<file path="src/rtl/mcsr_pkg.sv">
package mcsr_pkg;
  parameter int XLEN   = 32;
  parameter int ADDR_W = 12;
  parameter int IDX_W  = 5;

  parameter logic [ADDR_W-1:0] ADDR_SCRATCH = 12'h340;
  parameter logic [ADDR_W-1:0] ADDR_CNT_RW  = 12'hB00;
  parameter logic [ADDR_W-1:0] ADDR_CNT_A1  = 12'hB01;
  parameter logic [ADDR_W-1:0] ADDR_CNT_A2  = 12'hB02;

  typedef enum logic [1:0] {
    OP_WRITE = 2'd0,
    OP_SET   = 2'd1,
    OP_CLEAR = 2'd2,
    OP_NONE  = 2'd3
  } csr_op_e;

  typedef struct packed {
    logic    rdEn;
    logic    selCount;
    logic    wrScratch;
    logic    wrCount;
    logic    illegal;
    csr_op_e op;
  } csr_strobe_t;
endpackage

</file>
<file path="src/rtl/mcsr_ctrl.sv">
module mcsr_ctrl
  import mcsr_pkg::*;
(
  input  logic              clk,
  input  logic              rstN,
  input  logic              csrEn,
  input  logic [ADDR_W-1:0] csrAddr,
  input  logic [1:0]        csrOp,
  input  logic              useImm,
  input  logic [XLEN-1:0]   srcVal,
  input  logic [IDX_W-1:0]  srcIdx,
  input  logic [IDX_W-1:0]  dstIdx,
  output csr_strobe_t       strb
);
  logic isScratch, isCount, isImpl, opOk, operandZero, wrEn;
  csr_op_e opDec;

  always_comb begin
    opDec       = csr_op_e'(csrOp);
    isScratch   = (csrAddr == ADDR_SCRATCH);
    isCount     = (csrAddr == ADDR_CNT_RW) || (csrAddr == ADDR_CNT_A1) ||
                  (csrAddr == ADDR_CNT_A2);
    isImpl      = isScratch || isCount;
    opOk        = csrEn && (opDec != OP_NONE);
    operandZero = useImm ? (srcIdx == '0) : (srcVal == '0);
    // a write is always performed; set/clear only with a nonzero operand
    wrEn        = opOk && ((opDec == OP_WRITE) || !operandZero);

    strb.op        = opDec;
    strb.selCount  = isCount;
    strb.rdEn      = opOk && isImpl && !((opDec == OP_WRITE) && (dstIdx == '0));
    strb.wrScratch = wrEn && isScratch;
    strb.wrCount   = wrEn && (csrAddr == ADDR_CNT_RW);
    strb.illegal   = opOk && !isImpl;
  end

  // at most one register is targeted by a decoded write
  p_one_target_r4: assert property (@(posedge clk) disable iff (!rstN)
    $onehot0({strb.wrScratch, strb.wrCount}));
endmodule

</file>
<file path="src/rtl/mcsr_dp.sv">
module mcsr_dp
  import mcsr_pkg::*;
(
  input  logic             clk,
  input  logic             rstN,
  input  logic             stepEn,
  input  logic             useImm,
  input  logic [XLEN-1:0]  srcVal,
  input  logic [IDX_W-1:0] srcIdx,
  input  csr_strobe_t      strb,
  output logic [XLEN-1:0]  rdData,
  output logic             rdValid,
  output logic             illegalAddr
);
  logic [XLEN-1:0] scratchQ, countQ;
  logic [XLEN-1:0] operand, oldVal, newVal;

  always_comb begin
    operand = useImm ? XLEN'(srcIdx) : srcVal;
    oldVal  = strb.selCount ? countQ : scratchQ;
    unique case (strb.op)
      OP_SET:   newVal = oldVal | operand;
      OP_CLEAR: newVal = oldVal & ~operand;
      default:  newVal = operand;
    endcase
  end

  always_ff @(posedge clk) begin
    if (!rstN) begin
      scratchQ    <= '0;
      countQ      <= '0;
      rdData      <= '0;
      rdValid     <= 1'b0;
      illegalAddr <= 1'b0;
    end else begin
      if (strb.wrScratch) scratchQ <= newVal;
      if (strb.wrCount)   countQ <= newVal;      // explicit write beats the step
      else if (stepEn)    countQ <= countQ + 1'b1;
      rdData      <= strb.rdEn ? oldVal : '0;
      rdValid     <= strb.rdEn;
      illegalAddr <= strb.illegal;
    end
  end

  // counter steps by one or holds when no write is decoded
  p_count_step_r7: assert property (@(posedge clk) disable iff (!rstN)
    (!strb.wrCount && stepEn) |=> (countQ == $past(countQ) + 1'b1));
  p_count_hold_r7: assert property (@(posedge clk) disable iff (!rstN)
    (!strb.wrCount && !stepEn) |=> $stable(countQ));
  // scratch changes only on a decoded write
  p_scratch_hold_r6: assert property (@(posedge clk) disable iff (!rstN)
    !strb.wrScratch |=> $stable(scratchQ));
  // illegal result never carries read data
  p_illegal_excl_r9: assert property (@(posedge clk) disable iff (!rstN)
    illegalAddr |-> (!rdValid && rdData == '0));
  // no decoded read or fault gives quiet flags next cycle
  p_quiet_r12: assert property (@(posedge clk) disable iff (!rstN)
    (!strb.rdEn && !strb.illegal) |=> (!rdValid && !illegalAddr));
endmodule

</file>
<file path="src/rtl/mcsr_unit.sv">
module mcsr_unit
  import mcsr_pkg::*;
(
  input  logic              clk,
  input  logic              rstN,
  input  logic              stepEn,
  input  logic              csrEn,
  input  logic [ADDR_W-1:0] csrAddr,
  input  logic [1:0]        csrOp,
  input  logic              useImm,
  input  logic [XLEN-1:0]   srcVal,
  input  logic [IDX_W-1:0]  srcIdx,
  input  logic [IDX_W-1:0]  dstIdx,
  output logic [XLEN-1:0]   rdData,
  output logic              rdValid,
  output logic              illegalAddr
);
  csr_strobe_t strb;

  mcsr_ctrl u_ctrl (
    .clk(clk), .rstN(rstN), .csrEn(csrEn), .csrAddr(csrAddr), .csrOp(csrOp),
    .useImm(useImm), .srcVal(srcVal), .srcIdx(srcIdx), .dstIdx(dstIdx),
    .strb(strb)
  );

  mcsr_dp u_dp (
    .clk(clk), .rstN(rstN), .stepEn(stepEn), .useImm(useImm), .srcVal(srcVal),
    .srcIdx(srcIdx), .strb(strb), .rdData(rdData), .rdValid(rdValid),
    .illegalAddr(illegalAddr)
  );
endmodule

</file>
<file path="config.mk">
export PLATFORM = sky130hd
export DESIGN_NAME = mcsr_unit
export DESIGN_NICKNAME = d
export VERILOG_FILES = /design/src/rtl/mcsr_pkg.sv /design/src/rtl/mcsr_ctrl.sv /design/src/rtl/mcsr_dp.sv /design/src/rtl/mcsr_unit.sv
export SDC_FILE = /design/constraint.sdc
export NUM_CORES = 1
export LEC_CHECK = 0
export ABC_AREA = 1
export CAP_MARGIN = 20
export CORE_AREA = 2 2 132 134
export CTS_CLUSTER_DIAMETER = 40
export DETAILED_ROUTE_END_ITERATION = 10
export DIE_AREA = 0 0 134 136
export GPL_TIMING_DRIVEN = 0
export PLACE_DENSITY = 0.61
export SLEW_MARGIN = 20
export SYNTH_ARGS = -nofsm -noshare
export SYNTH_HDL_FRONTEND = slang
export SYNTH_SLANG_ARGS = --single-unit
</file>
<file path="constraint.sdc">
create_clock -name clk -period 4.65 [get_ports clk]
set_input_delay 0.93 -clock clk [delete_from_list [all_inputs] [get_ports clk]]
set_output_delay 0.93 -clock clk [all_outputs]
set_load 0.005 [all_outputs]
</file>
* Yosys cells after proc, flatten, opt, wreduce, memory -nomap -nowiden *
Cells that the tools add are included.

operators by class
  mux-type cells = 6
  multiply operators = 0
  equality and inequality tests = 7
  reduce and logical (&&, ||, !) cells = 21
  add/sub/neg operators = 1
  order comparisons = 0
  bitwise logic cells = 3
  shifts and indexed selects = 0
  div/mod/pow operators = 0

operators by type and width
  cell                     count
  $mux W32                 4
  $pmux W32 S2             1
  $eq A12 B12 Y1 const B   3
  $add A32 B1 Y32 const B  1
  $and A32 B32 Y32         1
  $logic_not A32 Y1        1
  $not A32 Y32             1
  $or A32 B32 Y32          1
  $eq A12 B10 Y1 const B   1
  $logic_not A5 Y1         2
  $logic_and A1 B1 Y1      8
  $logic_or A1 B1 Y1       4
  $logic_not A1 Y1         3
  $eq A2 B1 Y1 const B     1
  $eq A2 B2 Y1 const B     1
  $logic_not A2 Y1         1
  $ne A2 B2 Y1 const B     1
  $reduce_and A2 Y1        1
  $reduce_bool A2 Y1       1
  $mux W1                  1

storage, ports and cells
  logic and storage cells = 43
  flip-flop bits (word level) = 98
  bits in latches = 0
  output and inout bits = 34
  bits in writable memories = 0
  memory bits (read-only) = 0
  memories = 0
  input port bits = 61

* Depth between registers and ports, before layout *
  depth after elaboration = 7
  gate-level depth with buffers = 13
  depth with buffers taken out = 13

* By module *
A second synthesis with hierarchy kept.

second synthesis, totals
  cell total of the unflattened synthesis = 928
  area, all modules = 5,716.7 sq um

modules (own cells, without submodules)
  module     area an instance (sq um)  cells each  instances  seq. area each (sq um)
  mcsr_dp    5,402.7                   859         1          1,961.9
  mcsr_ctrl  314.1                     69          1          0.0

* Least setup slack after synthesis *
No wires, ideal clock.

  path type = input to register
  start = input port csrOp[0]
  end = register u_dp.countQ[10]
  slack = 2,338 ps
  library setup time = 56 ps
  required time = 4,594 ps
  path buffers = 1
  arrival = 2,256 ps
  stages on the path = 12
  cell sequence = inv_1 > ha_1 > inv_2 > nor2_2 > inv_2 > clkbuf_1 > a21oi_1 > a21oi_1 > nand3_1 > nand3_1 > nand2_1 > inv_1

between the ends
  longest elaborated chain between the ends = 5
  elaborated cells on any way between the ends = 11
  those cells by class = 3 x eq/ne; 2 x mux; 6 x reduce/logical

ends and longest elaborated chain
  what                                                       RTL line                          source
  from (decl)                                                mcsr_unit.sv:9                    input logic [1:0] csrOp,
  $ne A2 B2 Y1 or $logic_not A2 Y1 (tied branches)           mcsr_ctrl.sv:24, mcsr_ctrl.sv:27
  $logic_and A1 B1 Y1 or $logic_or A1 B1 Y1 (tied branches)  mcsr_ctrl.sv:24, mcsr_ctrl.sv:27
  $logic_and A1 B1 Y1                                        mcsr_ctrl.sv:27                   wrEn = opOk && ((opDec == OP_WRITE) || !operandZero);
  $logic_and A1 B1 Y1                                        mcsr_ctrl.sv:33                   strb.wrCount = wrEn && (csrAddr == ADDR_CNT_RW);
  $mux W32 or $reduce_bool A2 Y1 (tied branches)             n/a
  to (signal assigned)                                       mcsr_dp.sv:37                     if (strb.wrCount) countQ <= newVal;
  to (signal assigned)                                       mcsr_dp.sv:38                     else if (stepEn) countQ <= countQ + 1'b1;
  to (decl)                                                  mcsr_dp.sv:15                     logic [XLEN-1:0] scratchQ, countQ;

Several ways; a longest one is shown, not always the timed one.
A chain may end at the register's enable or synchronous reset.

* Worst setup path in the final report *
  start = input port csrOp[0]
  end = register u_dp.countQ[18]

Same word-level chain as after synthesis.

==> flow_summary.ini <==
[status]
status = complete, no violations

[synthesis]
ys_seq_elements = 98
synth_top_area_share_pct = 29.9
synth_area_um2 = 6560
synth.area.top_cells = dfxtp_1 30%, nand2_1 18%, nand3_1 13%
synthCells = 1106
synth_seq_area_share_pct = 29.9
yosysTopAreaCell = dfxtp_1
avgSynthCellArea_um2 = 5.93
syn_nets = 1172
ys_warn_count = 0
synth_cell_type_count = 35

[hold_path]
hold_class = reg -> reg
hold_depth = 4
min_to = u_dp.scratchQ[16]$_SDFFE_PN0P_
hold_start = u_dp.scratchQ[16]$_SDFFE_PN0P_

[layout]
multi_input_area_um2 = 3790
regArea_um2 = 1960
final_cells = 1440
nets = 1276
layout_commonest_cell = nand2_1
final_area_um2 = 8060
final_cell_mix = 322 x nand2_1, 175 x nand3_1, 147 x nor2_1
area_delta_synth_final_pct = 23.0
drive_gt1_share_pct = 8.23
final_util_pct = 47.8
antenna-diode-count = 0
fillCellCount = 1824

[sta]
finalWorstSetupSlack_ns = 1.39
rsz0062_at_grt = false
timing.final.crit_period_ns = 3.26
setup_violations = 0
final.period_utilization_pct = 70.1
setup_tns_ns = 0
max_clock_freq_mhz = 307
report.final.slew_viol_count = 0
tightest_slew_ns = 0.843
clock_skew_ns = 0.0101
fin_hold_ws_ns = 0.522
max_slew_margin_pct = 43.8
hold_viol = 0

[die]
die-area_um2 = 18200
rows = 48
ioPinCount = 95
die_x_um = 134
start_util_pct = 38.8
die_h_um = 136
fp.coreArea_um2 = 16900

[drt]
dr.pass1.iters = 7
drt_iter0_drc = 658
totalWireLength_mm = 23.2
viasPerCell = 5.06
ant_nets = 0
drc = 0
vias = 7293
wl_per_cell_um = 16.1

[global_route]
grt_pass1_vias = 6688
grt_pass1_wl_mm = 36.3
grt_max_degree = 17
antenna_found_initial = 0
track_usage_pct = 25.9
grt_overflow = 0

[worst_setup_path]
r2r_cells = 10
r2r_slack_ns = 2.62
r2r-start = u_dp.countQ[0]$_SDFFE_PN0P_
critPathLaunchType = input port
rr_endpoint = u_dp.countQ[16]$_SDFFE_PN0P_
cp_max_fo = 10
crit_required_ns = 4.96
critical_path_class = in -> reg
crit_path_end_kind = register
worstPathArrival_ns = 3.56

[power]
leakagePower_nw = 3.55
power_mw = 1.85
ir_drop_uv = 164
power_density_nw_per_um2 = 229

[job]
maxCapViolCount = 0

[clock_tree]
htree_levels = 3
root_buffer = clkbuf_16
cts_setup_buffers = 0
cts.path.max_buffers = 2
numCtsBuffers = 9
cts_tree = built
insertion_delay_ns = 0.36
clk_pin_slew_ns = 0.07
cts_resized = 0
cts_hold_buf = 0
cts.sinks = 98

[place]
post-place-ws_ns = 1.04
numPlacedInstances = 1424
placed_area_um2 = 7770
hpwlAfterDp_mm = 18.3
place.gp.congestion = 0.931
port_buffers = 93
## critical path: stages
cell	delay [ns]
clkdlybuf4s50_1	0.51
inv_1	0.07
ha_1	0.43
inv_2	0.11
nor2_2	0.08
inv_2	0.16
clkbuf_1	0.50
a21oi_1	0.08
a21oi_1	0.34
nand3_1	0.14
nand3_1	0.10
nand2_1	0.05
inv_1	0.04
## cell type report
class,count,share of cell area [%]
Clock inverter,5,0.760
Multi-Input combinational cell,814,47.0
Buffer,52,3.35
Inverter,142,6.64
Sequential cell,98,24.3
Tap cell,225,3.49
Clock buffer,11,2.89
Timing Repair Buffer,93,11.5
## routing by layer
layer	part of all wire (%)	GRT usage, %
met1	46	34.7
met2	44	41.7
met3	6.9	4.44
met4	3.1	9.81
met5	0	0
## registers in the layout (all words and copies together) (netlist names)
signal,cells
u_dp.rdData,32
u_dp.rdValid,1
u_dp.illegalAddr,1
u_dp.scratchQ,32
u_dp.countQ,32
## how the worst max path moves through the flow
stage | startpoint | endpoint | slack (ns) | depth (start not counted)
6_report | csrOp[0] | u_dp.countQ[18]$_SDFFE_PN0P_ | 1.39 | 13
5_1_grt | csrOp[0] | u_dp.countQ[18]$_SDFFE_PN0P_ | 1.24 | 13
4_1_cts | csrOp[0] | u_dp.countQ[18]$_SDFFE_PN0P_ | 1.40 | 13
3_5_place_dp | csrOp[0] | u_dp.countQ[18]$_SDFFE_PN0P_ | 1.04 | 13
3_3_place_gp | csrOp[0] | u_dp.countQ[18]$_SDFFE_PN0P_ | 1.06 | 13
2_1_floorplan | csrOp[0] | u_dp.countQ[10]$_SDFFE_PN0P_ | 2.34 | 12
## logic make-up (layout without fill, tap and decap cells)
group                    Yosys count  after routing  synth area share [%]
AO/OA/AOI/OAI                     98             98                  7.69
multiplexers                       2              2                 0.305
AND/OR/NAND/NOR                  705            705                  48.3
buffers and inverters            194            303                  12.3
flip-flops                        98             98                  29.9
adder cells (fa/ha/maj)            5              5                 0.954
XOR/XNOR                           4              4                 0.534
## synthesized netlist by cell type
cell type	count
a21oi_1	82
a21oi_2	1
a31oi_1	1
buf_2	25
buf_4	7
buf_6	1
clkbuf_1	18
clkbuf_8	1
clkinv_1	2
dfxtp_1	98
ha_1	5
inv_1	129
inv_2	10
inv_4	1
mux2i_1	2
nand2_1	322
nand2_2	3
nand2_4	2
nand3_1	175
nand3_2	6
nand4_1	7
nor2_1	147
nor2_2	6
nor2_4	4
nor3_1	8
nor3_2	7
nor3b_1	4
nor3b_2	12
nor4_1	2
o21a_1	3
o21ai_0	7
o21ai_1	3
o22ai_1	1
xnor2_1	2
xor2_1	2
## power breakdown
part / switching, mW / total (mW) / internal (mW)
registers: 0.00288 / 0.844 / 0.841
clock network: 0.353 / 0.775 / 0.422
logic: 0.144 / 0.231 / 0.0866
(Power assumes the default switching activity.)
